==> config.mk <==
export PLATFORM = sky130hd
export DESIGN_NAME = byte_window_bridge
export DESIGN_NICKNAME = d
export VERILOG_FILES = /design/src/rtl/byte_window_bridge.sv
export SDC_FILE = /design/constraint.sdc
export NUM_CORES = 2
export LEC_CHECK = 0
export ABC_AREA = 1
export BUFFER_PORTS_ARGS = -buffer_cell sky130_fd_sc_hd__buf_4
export CAP_MARGIN = 30
export CORE_UTILIZATION = 40
export DETAILED_ROUTE_END_ITERATION = 8
export GPL_TIMING_DRIVEN = 0
export HOLD_SLACK_MARGIN = 0.08
export PLACE_DENSITY = 0.54
export SLEW_MARGIN = 20
export SYNTH_ARGS = -nofsm -noshare
export SYNTH_HDL_FRONTEND = slang
export SYNTH_SLANG_ARGS = --single-unit
==> constraint.sdc <==
create_clock -name clk -period 2.2 [get_ports clk]
set_input_delay 0 -clock clk [delete_from_list [all_inputs] [get_ports clk]]
set_output_delay 0 -clock clk [all_outputs]
set_load 0.02 [all_outputs]
==> src/rtl/byte_window_bridge.sv <==
module byte_window_bridge #(
  parameter int LAT = 4
) (
  input  logic        clk,
  input  logic        rst_n,
  input  logic        win_wr,
  input  logic [31:0] win_wdata,
  output logic [31:0] win_rdata
);
  localparam int DEPTH = 256;
  localparam int CW    = (LAT > 1) ? $clog2(LAT) : 1;

  logic [7:0]    bank [DEPTH];
  logic [7:0]    c_addr, c_data, rd_byte;
  logic          c_wr, busy;
  logic [CW-1:0] left;

  wire accept = win_wr && !busy;
  wire finish = busy && (left == '0);

  always_ff @(posedge clk) begin
    if (!rst_n) begin
      c_addr  <= '0;
      c_data  <= '0;
      c_wr    <= 1'b0;
      busy    <= 1'b0;
      left    <= '0;
      rd_byte <= '0;
      for (int i = 0; i < DEPTH; i++) bank[i] <= '0;
    end else if (accept) begin
      c_addr <= win_wdata[7:0];
      c_data <= win_wdata[15:8];
      c_wr   <= win_wdata[16];
      busy   <= 1'b1;
      left   <= CW'(LAT - 1);
    end else if (finish) begin
      busy <= 1'b0;
      if (c_wr) bank[c_addr] <= c_data;
      else      rd_byte      <= bank[c_addr];
    end else if (busy) begin
      left <= left - 1'b1;
    end
  end

  assign win_rdata = {rd_byte, busy, 6'b0, c_wr, c_data, c_addr};
endmodule


==> results.tsv <==
stage	metric	value	unit
sta	grt_setup_unrepaired	true	
detailed_routing	via_count	89798	
die	die_width	492	um
sta	maxSlewViolCount	0	
run_status	failed_checks	setup timing	
detailed_routing	drt_first_pass_iters	8	
power	irDropWorstVdd	0.708	mV
sta	fin_crit_sh	1.39	
place	postPlaceCellArea	106000	um2
power	finalPower	103	mW
place	dp_hpwl	425000	um
place	dp_slack	-2.81	ns
power	powerDensity	853	nW/um2
grt	gr-total-overflow	0	
grt	first_global_vias	79962	
power	power_frac_seq	0.436	
critical_path	cp-end-kind	register	
power	switchingPower	31.9	mW
sta	setup_slack	-0.858	ns
die	num_rows	179	
run_status	status	finished, violations left	
sta	finalSetupTns	-1157.67	ns
clock_tree	root_buffer	clkbuf_16	
layout	final_cell_mix	5,107 x nand2_1, 2,222 x nor2_1, 2,048 x edfxtp_1	
grt	antenna_found_initial	96	
critical_path	cpMostUsedCell	nand2_1	
detailed_routing	ant_nets	0	
critical_path	start_kind	register	
flow_run	cap_violations	0	
power	pwr-share-clk	0.390	
critical_path	cp_num_buf_inv	3	
synth	synth_area	96200	um2
critical_path	path_max_fanout	10	
die	fp.dieH	492	um
synth	avgSynthCellArea	8.75	um2
layout	design_area	121000	um2
critical_path	crit_slowest_cell	clkbuf_2	
layout	area_growth_syn_to_layout	26.1	%
hold_path	hp-class	in2reg	
detailed_routing	routed_wl	581000	um
sta	fmax	0.327	GHz
layout	fin_util	0.509	
critical_path	worst_ep_required_time	3.01	ns
synth	seq_area_frac_synth	0.645	
grt	grt_max_degree	17	
die	ios	67	
synth	yosysUniqueCellTypes	26	
layout	nets	11697	
sta	finClkSkew	0.0547	ns
detailed_routing	post_drt_wl_per_cell	38.5	um
die	die-area	243000	um2
clock_tree	clockBufferDepth	3	
detailed_routing	drt_iter0_markers	15556	
power	p_comb_frac	0.173	
critical_path	critical_path_class	reg2reg	
layout	layout_commonest_cell	nand2_1	
grt	grt_pass1_wl	744000	um
clock_tree	path_clk_slew	0.06	ns
place	finalWeightedCongestion	1.07	
clock_tree	cts_tree	built	
detailed_routing	avgViaCountPerCell	5.95	
sta	finalSetupViolCount	3852	
clock_tree	clock_sinks	2076	
clock_tree	cts_made_buffers	231	
grt	grt_use_total	0.471	
critical_path	crit_arrival	3.87	ns
critical_path	path_cells	buf_6 > clkbuf_2 > clkbuf_2 > nand2_1 > nand2_1 > nand2_1 > nand2_1 > nor2_1 > nor2_1 > nor2_2 > nand2_1 > nand2_2 > nand2_4 > nor2_4 > nor2_1	
detailed_routing	drc	0	
synth	synth_warnings	0	
sta	worst_pin_slew	1.15	ns
synth	syn_inst	11002	
clock_tree	htreeDepth	4	
power	p_int	71.6	mW
layout	nFillCells	22341	
place	port_buffers	44	
die	core	239000	um2
power	swShare	0.308	
sta	slew-limit-headroom	0.231	
synth	ys_ff_latch	2076	
power	power_leakage	51.0	nW
critical_path	critPathTopFamily	simple AND/OR/NAND/NOR gates	
sta	fin_crit	3.06	ns
critical_path	cpPeakStageDelay	0.54	ns
layout	layout-drive-gt1-share	0.159	
die	start_util	0.403	
sta	hold_viol	0	
clock_tree	clk_latency	0.95	ns
## sequential cells by signal (all words and copies together), names as in the netlist
name     cells
c_addr       8
left         2
bank      2048
c_wr         1
c_data       8
rd_byte      8
busy         1
## worst min-delay path, stage by stage
cell           delay (ns)
dlygate4sd3_1        0.53
buf_4                0.10
dlygate4sd3_1        0.53
nor2_1               0.04
nor2_1               0.08
## power groups by stage
stage | registers [mW] | logic, mW | clock network, mW
2_1_floorplan | 45.8 | 5.68 | 0
3_3_place_gp | 45.9 | 13.9 | 0
3_5_place_dp | 46.0 | 15.1 | 0
4_1_cts | 45.1 | 16.4 | 40.1
5_1_grt | 45.2 | 17.5 | 41.4
6_report | 45.1 | 17.9 | 40.4
## synth_stat cells
cell,count,area share
inv_2,7,0.00027
buf_1,29,0.0011
buf_4,13,0.0010
clkbuf_1,517,0.020
nor2_1,2367,0.092
edfxtp_1,2048,0.64
nor2_4,1,0.00012
nor3_1,4,0.00021
nand2_2,10,0.00065
buf_2,136,0.0071
nand4_1,9,0.00059
a21oi_1,31,0.0016
nor2_2,5,0.00033
buf_6,2,0.00023
a31oi_1,1,0.000065
conb_1,1,0.000039
dfxtp_1,28,0.0058
clkinv_2,1,0.000052
nand4_2,1,0.00013
ha_1,1,0.00013
o21ai_0,67,0.0035
inv_1,34,0.0013
nand3_1,123,0.0064
nor3_2,10,0.0010
clkinv_1,8,0.00031
nand2_1,5548,0.22
## routing by layer
metal	vias up	global-route usage	wire, um
met5	-	0.00294	745
met1	43772	0.572	200000
met2	7441	0.653	232000
li1	36526	-	-
met3	2025	0.178	85200
met4	34	0.414	62600
## logic make-up after synthesis
logic type,count (synthesis),synth area share
buffers and inverters,747,0.0316
AND/OR/NAND/NOR,8078,0.318
AO/OA/AOI/OAI,99,0.00516
adder cells (fa/ha/maj),1,0.000130
flip-flops,2076,0.645
other,1,0.0000390
## repair_timing
| item | CTS | global route |
|---|---|---|
| hold buffers | 38 | 0 |
| setup buffers | 133 | 22 |
| pin swaps | 86 | 64 |
| cloned | 9 | 2 |
| setup endpoints to repair | 4104 | 3897 |
| gates resized for setup | 1268 | 315 |
| hold endpoints to repair | 58 | 0 |
## area by class of cell
cell class | count | area [um2] | share of cell area
Antenna cell | 54 | 135 | 0.00111
Tap cell | 3167 | 3960 | 0.0326
Clock inverter | 143 | 1530 | 0.0126
Timing Repair Buffer | 422 | 6660 | 0.0549
Buffer | 696 | 5320 | 0.0438
Multi-Input combinational cell | 8184 | 35300 | 0.291
Inverter | 50 | 243 | 0.00200
Sequential cell | 2076 | 62100 | 0.511
Clock buffer | 288 | 6140 | 0.0506
## per-stage QoR
stage,hold WS (ns),instances
3_3_place_gp,0.226,14218
5_1_grt,0.426,15038
6_report,0.375,15080
4_1_cts,0.341,15003
3_5_place_dp,0.230,14392
2_1_floorplan,0.135,11007
## path summary, 6_finish.rpt
kind                startpoint    endpoint  slack (ns)  depth (start not counted)
hold reg to reg     rd_byte[3]  rd_byte[3]        0.54                          2
setup / recovery     c_addr[1]  rd_byte[2]       -0.86                         15
hold / removal    win_wdata[5]   c_addr[5]        0.38                          5
setup reg to reg     c_addr[1]  rd_byte[2]       -0.86                         15
Power figures use the tool's default switching activity.
